## src/rtl/ost_pkg.sv

```systemverilog
package ost_pkg;
  localparam int REG_W       = 8;
  localparam int OUTCTL_ADDR = 0;
  localparam int TRGCTL_ADDR = 1;
  localparam int B_START     = 0;
  localparam int B_OSEL      = 1;
  localparam int B_TEN       = 0;
  localparam int B_POL       = 1;
  localparam int B_LVL       = 2;

  typedef enum logic {PH_ACTIVE = 1'b0, PH_IDLE = 1'b1} phase_t;
endpackage

```

## src/rtl/ost_trig_sync.sv

```systemverilog
module ost_trig_sync #(
  parameter int SYNC_STAGES = 2
) (
  input  logic clk,
  input  logic rst,
  input  logic pin,
  input  logic single_edge,
  input  logic rise_sel,
  output logic edge_hit
);
  localparam int HIST_W = SYNC_STAGES + 1;

  logic [HIST_W-1:0] hist_q;
  logic cur, prv, rise, fall;

  always_ff @(posedge clk) begin
    if (rst) hist_q <= '0;
    else     hist_q <= {hist_q[HIST_W-2:0], pin};
  end

  assign cur  = hist_q[SYNC_STAGES-1];
  assign prv  = hist_q[SYNC_STAGES];
  assign rise = cur & ~prv;
  assign fall = ~cur & prv;

  always_comb begin
    if (single_edge) edge_hit = rise_sel ? rise : fall;
    else             edge_hit = rise | fall;
  end
endmodule

```

## src/rtl/ost_counter.sv

```systemverilog
module ost_counter
  import ost_pkg::*;
#(
  parameter int CNT_W = 8
) (
  input  logic             clk,
  input  logic             rst,
  input  logic             cen,
  input  logic             launch,
  input  logic             stop_req,
  input  logic [CNT_W-1:0] pri_len,
  input  logic [CNT_W-1:0] sec_len,
  output logic             running,
  output logic             in_active,
  output logic             done
);
  phase_t           phase_q;
  logic [CNT_W-1:0] cnt_q;
  logic             run_q;
  logic             at_zero;

  assign at_zero   = (cnt_q == '0);
  assign running   = run_q;
  assign in_active = run_q & (phase_q == PH_ACTIVE);
  assign done      = run_q & cen & (phase_q == PH_IDLE) & at_zero;

  always_ff @(posedge clk) begin
    if (rst) begin
      run_q   <= 1'b0;
      phase_q <= PH_ACTIVE;
      cnt_q   <= '0;
    end else if (run_q) begin
      if (!cen || stop_req) begin
        run_q <= 1'b0;
      end else if (phase_q == PH_ACTIVE) begin
        if (at_zero) begin
          phase_q <= PH_IDLE;
          cnt_q   <= sec_len;
        end else begin
          cnt_q <= cnt_q - 1'b1;
        end
      end else if (at_zero) begin
        run_q <= 1'b0;
      end else begin
        cnt_q <= cnt_q - 1'b1;
      end
    end else if (launch) begin
      run_q   <= 1'b1;
      phase_q <= PH_ACTIVE;
      cnt_q   <= pri_len;
    end
  end
endmodule

```

## src/rtl/ost_out_stage.sv

```systemverilog
module ost_out_stage (
  input  logic clk,
  input  logic rst,
  input  logic pulse_on,
  input  logic level_inv,
  input  logic use_port,
  input  logic port_bit,
  output logic wave_q
);
  always_ff @(posedge clk) begin
    if (rst)           wave_q <= 1'b0;
    else if (use_port) wave_q <= port_bit;
    else               wave_q <= pulse_on ^ level_inv;
  end
endmodule

```

## src/rtl/oneshot_wave_timer.sv

```systemverilog
module oneshot_wave_timer
  import ost_pkg::*;
#(
  parameter int CNT_W       = 8,
  parameter int ADDR_W      = 2,
  parameter int SYNC_STAGES = 2
) (
  input  logic                 clk,
  input  logic                 rst,
  input  logic                 reg_we,
  input  logic [ADDR_W-1:0]    reg_addr,
  input  logic [REG_W-1:0]     reg_wdata,
  output logic [REG_W-1:0]     reg_rdata,
  input  logic                 count_en,
  input  logic                 pgm_mode,
  input  logic                 single_edge,
  input  logic                 trig_pin,
  input  logic                 port_bit,
  input  logic [CNT_W-1:0]     pri_len,
  input  logic [CNT_W-1:0]     sec_len,
  output logic                 wave_out
);
  logic osel_q, ten_q, pol_q, lvl_q;
  logic wr_out, wr_trg, fw_start, stop_req, launch;
  logic edge_hit, running, in_active, done;
  logic [REG_W-1:0] rd_nxt;
  logic unused_wbits;

  assign unused_wbits = ^reg_wdata[REG_W-1:3];

  assign wr_out   = reg_we & (reg_addr == ADDR_W'(OUTCTL_ADDR));
  assign wr_trg   = reg_we & (reg_addr == ADDR_W'(TRGCTL_ADDR));
  assign fw_start = wr_out & reg_wdata[B_START];
  assign stop_req = wr_out & ~reg_wdata[B_START];
  assign launch   = ~running & count_en & (fw_start | (ten_q & edge_hit));

  always_ff @(posedge clk) begin
    if (rst) begin
      osel_q <= 1'b0;
      ten_q  <= 1'b0;
      pol_q  <= 1'b0;
      lvl_q  <= 1'b0;
    end else begin
      if (wr_out) osel_q <= reg_wdata[B_OSEL];
      if (wr_trg) begin
        ten_q <= reg_wdata[B_TEN];
        pol_q <= reg_wdata[B_POL];
        lvl_q <= reg_wdata[B_LVL];
      end
    end
  end

  always_comb begin
    rd_nxt = '0;
    if (reg_addr == ADDR_W'(OUTCTL_ADDR)) begin
      rd_nxt[B_START] = running;
      rd_nxt[B_OSEL]  = osel_q;
    end else if (reg_addr == ADDR_W'(TRGCTL_ADDR)) begin
      rd_nxt[B_TEN] = ten_q;
      rd_nxt[B_POL] = pol_q;
      rd_nxt[B_LVL] = lvl_q;
    end
  end

  always_ff @(posedge clk) begin
    if (rst) reg_rdata <= '0;
    else     reg_rdata <= rd_nxt;
  end

  ost_trig_sync #(.SYNC_STAGES(SYNC_STAGES)) u_sync (
    .clk(clk), .rst(rst), .pin(trig_pin), .single_edge(single_edge),
    .rise_sel(pol_q), .edge_hit(edge_hit)
  );

  ost_counter #(.CNT_W(CNT_W)) u_cnt (
    .clk(clk), .rst(rst), .cen(count_en), .launch(launch),
    .stop_req(stop_req), .pri_len(pri_len), .sec_len(sec_len),
    .running(running), .in_active(in_active), .done(done)
  );

  ost_out_stage u_out (
    .clk(clk), .rst(rst), .pulse_on(in_active), .level_inv(lvl_q),
    .use_port(pgm_mode & osel_q), .port_bit(port_bit), .wave_q(wave_out)
  );
endmodule

```

## config.mk

```make
export PLATFORM = sky130hd
export DESIGN_NAME = oneshot_wave_timer
export DESIGN_NICKNAME = d
export VERILOG_FILES = /design/src/rtl/ost_pkg.sv /design/src/rtl/ost_trig_sync.sv /design/src/rtl/ost_counter.sv /design/src/rtl/ost_out_stage.sv /design/src/rtl/oneshot_wave_timer.sv
export SDC_FILE = /design/constraint.sdc
export NUM_CORES = 1
export LEC_CHECK = 0
export CAP_MARGIN = 20
export CORE_ASPECT_RATIO = 0.5
export CORE_MARGIN = 5
export CORE_UTILIZATION = 30
export DETAILED_ROUTE_END_ITERATION = 7
export PLACE_DENSITY_LB_ADDON = 0.2
export SLEW_MARGIN = 20
export SYNTH_ARGS = -nofsm -noshare
export SYNTH_HDL_FRONTEND = slang
export SYNTH_SLANG_ARGS = --single-unit
```

## constraint.sdc

```tcl
create_clock -name clk -period 2.6 [get_ports clk]
set_clock_uncertainty 0.1 [all_clocks]
set_input_delay 0.52 -clock clk [delete_from_list [all_inputs] [get_ports clk]]
set_output_delay 0.52 -clock clk [all_outputs]
set_load 0.1 [all_outputs]
```

* After elaboration in Yosys (flattened, before gate mapping)
Cells that the tools add are included.
** Word-level totals
- Flip-flop bits (word level) :: 26
- Bits of input ports :: 34
- Output and inout bits :: 9
- Word-level logic and storage cells :: 65
** Cells by class
- Add/subtract/negate cells :: 1
- Eq/ne operators :: 3
- Multiplexer cells :: 21
- Bitwise operators :: 20
- Reduce and logical (&&, ||, !) cells :: 8
** Operators by type and width (number)
- two-way mux 8 bit :: 6
- two-way mux 1 bit :: 13
- bitwise AND 1 bit :: 11
- logical NOT 8 bit :: 1
- subtractor 8 x 1 -> 8 bit (second input constant) :: 1
- NOT 1 bit :: 6
- two-way mux 2 bit :: 2
- inequality test 3 bit (second input constant) :: 1
- AND reduction 3 bit :: 1
- OR reduction 3 bit :: 1
- equality test 2 x 1 -> 1 bit (second input constant) :: 1
- logical NOT 2 bit :: 1
- inequality test 2 bit (second input constant) :: 1
- OR 1 bit :: 2
- AND reduction 2 bit :: 1
- nonzero test 2 bit :: 1
- logical NOT 1 bit :: 1
- logical OR 1 bit :: 1
- XOR 1 bit :: 1

* Longest topological paths before layout
- Depth after elaboration :: 9
- Gate-level depth with buffers :: 8
- Mapped depth without buffers :: 7

* Modules after synthesis
From an unflattened synthesis, not the netlist that was laid out.
** Unflattened totals
- Cell total of the unflattened synthesis :: 146
- Area, all modules :: 1247.4 um^2
** Modules (own cells, without submodules)
- ost_counter :: times used 1, cells an instance 90, area each 690.7 um^2, seq. area each 200.2 um^2
- oneshot_wave_timer :: times used 1, cells an instance 39, area each 376.6 um^2, seq. area each 140.1 um^2
- ost_trig_sync :: times used 1, cells an instance 12, area each 128.9 um^2, seq. area each 60.1 um^2
- ost_out_stage :: times used 1, cells an instance 5, area each 51.3 um^2, seq. area each 20.0 um^2

* Worst setup path after synthesis
OpenSTA, ideal clock, no wires.
- Kind :: input to register
- Start point :: input port reg_addr[0]
- End point :: register u_cnt.cnt_q[5]
- Library setup time :: 0.115 ns
- Arrival time :: 1.704 ns
- Required time :: 2.385 ns
- Slack :: 0.681 ns
- Stages on the path :: 6
- Buffers on the path :: 1
- Cell sequence :: nor3b_1 -> a21oi_1 -> a211oi_4 -> buf_6 -> a21oi_1 -> o21a_1
** On the way
- Word-level cells in the longest chain between the ends :: 7
- Elaborated cells on any way between the ends :: 10
- Classes of those cells :: 1 x eq/ne; 5 x bitwise; 4 x reduce/logical
** Ends and longest elaborated chain
- start: declaration :: RTL line oneshot_wave_timer.sv:11 : input logic [ADDR_W-1:0] reg_addr,
- logical NOT 2 bit (*) :: RTL line oneshot_wave_timer.sv:31 : assign wr_out = reg_we & (reg_addr == ADDR_W'(OUTCTL_ADDR));
- bitwise AND 1 bit (*) :: RTL line oneshot_wave_timer.sv:31
- bitwise AND 1 bit :: RTL line oneshot_wave_timer.sv:33 : assign fw_start = wr_out & reg_wdata[B_START];
- OR 1 bit :: RTL line oneshot_wave_timer.sv:35 : assign launch = ~running & count_en & (fw_start | (ten_q & edge_hit));
- bitwise AND 1 bit :: RTL line oneshot_wave_timer.sv:35
- nonzero test 2 bit (no line)
- AND reduction 3 bit (no line) (*)
- end signal: assignment :: RTL line ost_counter.sv:40 : cnt_q <= cnt_q - 1'b1;
- end signal: assignment :: RTL line ost_counter.sv:45 : cnt_q <= cnt_q - 1'b1;
- end signal: assignment :: RTL line ost_counter.sv:50 : cnt_q <= pri_len;
- end: declaration :: RTL line ost_counter.sv:18 : logic [CNT_W-1:0] cnt_q;
Every way passes the cells marked *; elsewhere a longest branch is shown, timed or not.
A chain may end at the register's enable or synchronous reset.

* Final worst setup path
- Start point :: input port reg_we
- End point :: register u_cnt.cnt_q[7]
** On the way
- Word-level cells in the longest chain between the ends :: 6
- Elaborated cells on any way between the ends :: 9
- Classes of those cells :: 1 x eq/ne; 5 x bitwise; 3 x reduce/logical
** Ends and longest elaborated chain
- start: declaration :: RTL line oneshot_wave_timer.sv:10 : input logic reg_we,
- bitwise AND 1 bit (*) :: RTL line oneshot_wave_timer.sv:31
- bitwise AND 1 bit :: RTL line oneshot_wave_timer.sv:33
- OR 1 bit :: RTL line oneshot_wave_timer.sv:35
- bitwise AND 1 bit :: RTL line oneshot_wave_timer.sv:35
- nonzero test 2 bit (no line)
- AND reduction 3 bit (no line) (*)
Marked as above.

==> impl_metrics.yaml <==
global_routing:
  grt_pass1_vias: 1103
  track_usage_pct: 10.97
  grt_pass1_wl_um: 4912
  antenna_found_initial: 0
  overflow: 0
  grt_max_degree: 22
logic_synthesis:
  yosys.area.top_type: "dfxtp_1"
  syn_area_per_cell_um2: 8.654
  netlist_instances: 144
  ys_seq_elements: 21
  synth_top_area_share_pct: 33.73
  synth.area.top_cells: "dfxtp_1 (34%), mux2i_1 (4.8%), ha_1 (4.0%), nor2_1 (3.9%), a21oi_1 (3.6%)"
  async_flop_share_pct: 0
  synth_edf_count: 0
  syn_area_um2: 1246
  ys_seq_area_share_pct: 33.73
  synth_ff_type: "dfxtp_1"
  synth_warnings: 0
  yosys.cell_types.count: 40
clocking:
  clockBufferDepth: 2
  root_buffer: "clkbuf_8"
  clkSinkCount: 21
  cts.repair.resized: 0
  postCtsHoldBufs: 0
  cts_made_buffers: 3
  cts_tree: "built"
  cts.clk_slew.worst_paths_ps: 90
  clk_latency_ps: 270
  post-cts-setup-buffers: 0
  htree_levels: 1
critical_path:
  end_kind: "register"
  crit_chain: "clkdlybuf4s50_1 -> nor3b_1 -> buf_4 -> a21oi_1 -> a211oi_4 -> buf_12 -> a21oi_1 -> a221oi_1"
  critPathKind: "in -> reg"
  arrival_ps: 2220
  critical_path.slowest_cell: "clkdlybuf4s50_1"
  cp_max_fo: 17
  cp-start-kind: "primary input"
  crit_top_cell: "a21oi_1"
  cp.required_ps: 2670
  cpPeakStageDelay_ps: 470
layout:
  n_antenna_cell: 0
  drive_above_1_share_pct: 13.81
  reg_top3: "u_cnt.cnt_q: 8 flops, reg_rdata: 3 flops, u_sync.hist_q: 3 flops"
  finish.utilization_pct: 42.23
  regMostFlops: "u_cnt.cnt_q"
  nets: 220
  fin_area_um2: 1674
  largest_reg_flops: 8
  syn2layout_area_growth_pct: 34.34
  stdcell_count: 235
route:
  dr.pass1.iters: 3
  drtIter0Drc: 28
  wl_um: 2950
  wl_per_cell_um: 12.55
  postRouteAntennaNets: 0
  vias: 1106
  drc_errors: 0
  vias_per_cell: 4.706
placement:
  gp_congestion: 0.7524
  dpl-instance-area_um2: 1625
  io_buffers: 32
  dp_cells: 231
  hpwl_um: 2285
  dp_slack_ps: 163.7
power:
  ir_worst_vdd_mv: 0.1465
  leakage_nw: 0.6177
  power_mw: 0.7646
  powerDensity_nw_per_um2: 456.7
die:
  die_h_um: 55.58
  die-area_um2: 5621
  io_pins: 43
  die_w_um: 101.2
  core_um2: 3964
  start_util_pct: 31.44
  rows: 16
sta:
  slew_headroom_pct: 56.28
  whs_ps: 353.4
  drv_slew: 0
  setup_ws_ps: 455.8
  min_period_ps: 2144
  finalSetupViolCount: 0
  fin_crit_sh_pct: 82.47
  final.setup.tns_ps: 0
  rsz0062_at_grt: "no"
  max_freq_mhz: 466.4
  worstMarginPinSlew_ps: 650.7
  finalHoldViolations: 0
run:
  cap_violations: 0
run_status:
  status: "completed"
worst_hold_path:
  holdCritPathClass: "reg -> reg"
-- cells by family after synthesis --
group                      count (synthesis)  synth area share (%)
muxes                                      6                 4.819
other                                      1                0.3009
AOI/OAI and AO/OA                         34                 20.98
buffers and inverters                     22                 10.24
DFF                                       21                 33.73
and+or+nand+nor                           52                 23.09
adders and majority gates                  4                 4.016
xor gates and xnor gates                   4                 2.812
-- routing by layer --
layer | track usage (%) | routed length (um) | up-vias
li1 | - | - | 572
met1 | 12.87 | 1364 | 517
met2 | 18.87 | 1415 | 15
met3 | 3.630 | 136 | 2
met4 | 3.409 | 34 | 0
met5 | 0 | 0 | -
-- cell usage after synthesis, types with 4 or more instances --
| library cell | n |
|---|---|
| a21oi_1 | 9 |
| buf_4 | 6 |
| nand2_1 | 12 |
| inv_1 | 11 |
| o21ai_0 | 7 |
| ha_1 | 4 |
| nor3_1 | 4 |
| nor2_1 | 13 |
| dfxtp_1 | 21 |
| mux2i_1 | 6 |
| nor3b_1 | 4 |
| nor2b_1 | 4 |
-- cell type report --
type                            count  area (um^2)
Multi-Input combinational cell    105        713.2
Inverter                           11        41.29
Tap cell                           54        67.56
Sequential cell                    21        420.4
Clock inverter                      1        7.507
Timing Repair Buffer               40        382.9
Clock buffer                        3        41.29
Fill cell                         408         2290
-- report_power, final --
part	switching, mW	total (mW)	internal, mW
Combinational	0.108	0.196	0.0879
Clock	0.119	0.227	0.108
Sequential	0.00994	0.341	0.331
Total	0.237	0.765	0.528
-- path summary, 6_finish.rpt --
check,start,to,slack [ps],depth (start not counted)
min,u_sync.hist_q[0],u_sync.hist_q[1],350,1
min reg2reg,u_sync.hist_q[0],u_sync.hist_q[1],350,1
max reg2reg,u_cnt.cnt_q[0],u_cnt.cnt_q[6],500,7
max,reg_we,u_cnt.cnt_q[7],460,8
-- placed cells by master, fill, tap and decap left out, drive strengths merged, types with 3 or more instances in the layout --
master and instances:
clkdlybuf4s50 28, conb 5, ha 4, a31oi 3, nand2 12, nor2b 4, nor3 5, o21ai 7
buf 12, dfxtp 21, inv 11, xnor2 3, a21oi 9, a221oi 4, nor3b 4, mux2i 6
clkbuf 3, nor2 13
-- critical path, delay by kind of cell --
| family | cells | cell delay, ps |
|---|---|---|
| buffers and inverters | 3 | 820 |
| AO/OA/AOI/OAI | 4 | 670 |
| AND/OR/NAND/NOR | 1 | 200 |
No activity file was read; power rests on OpenSTA's default activity.
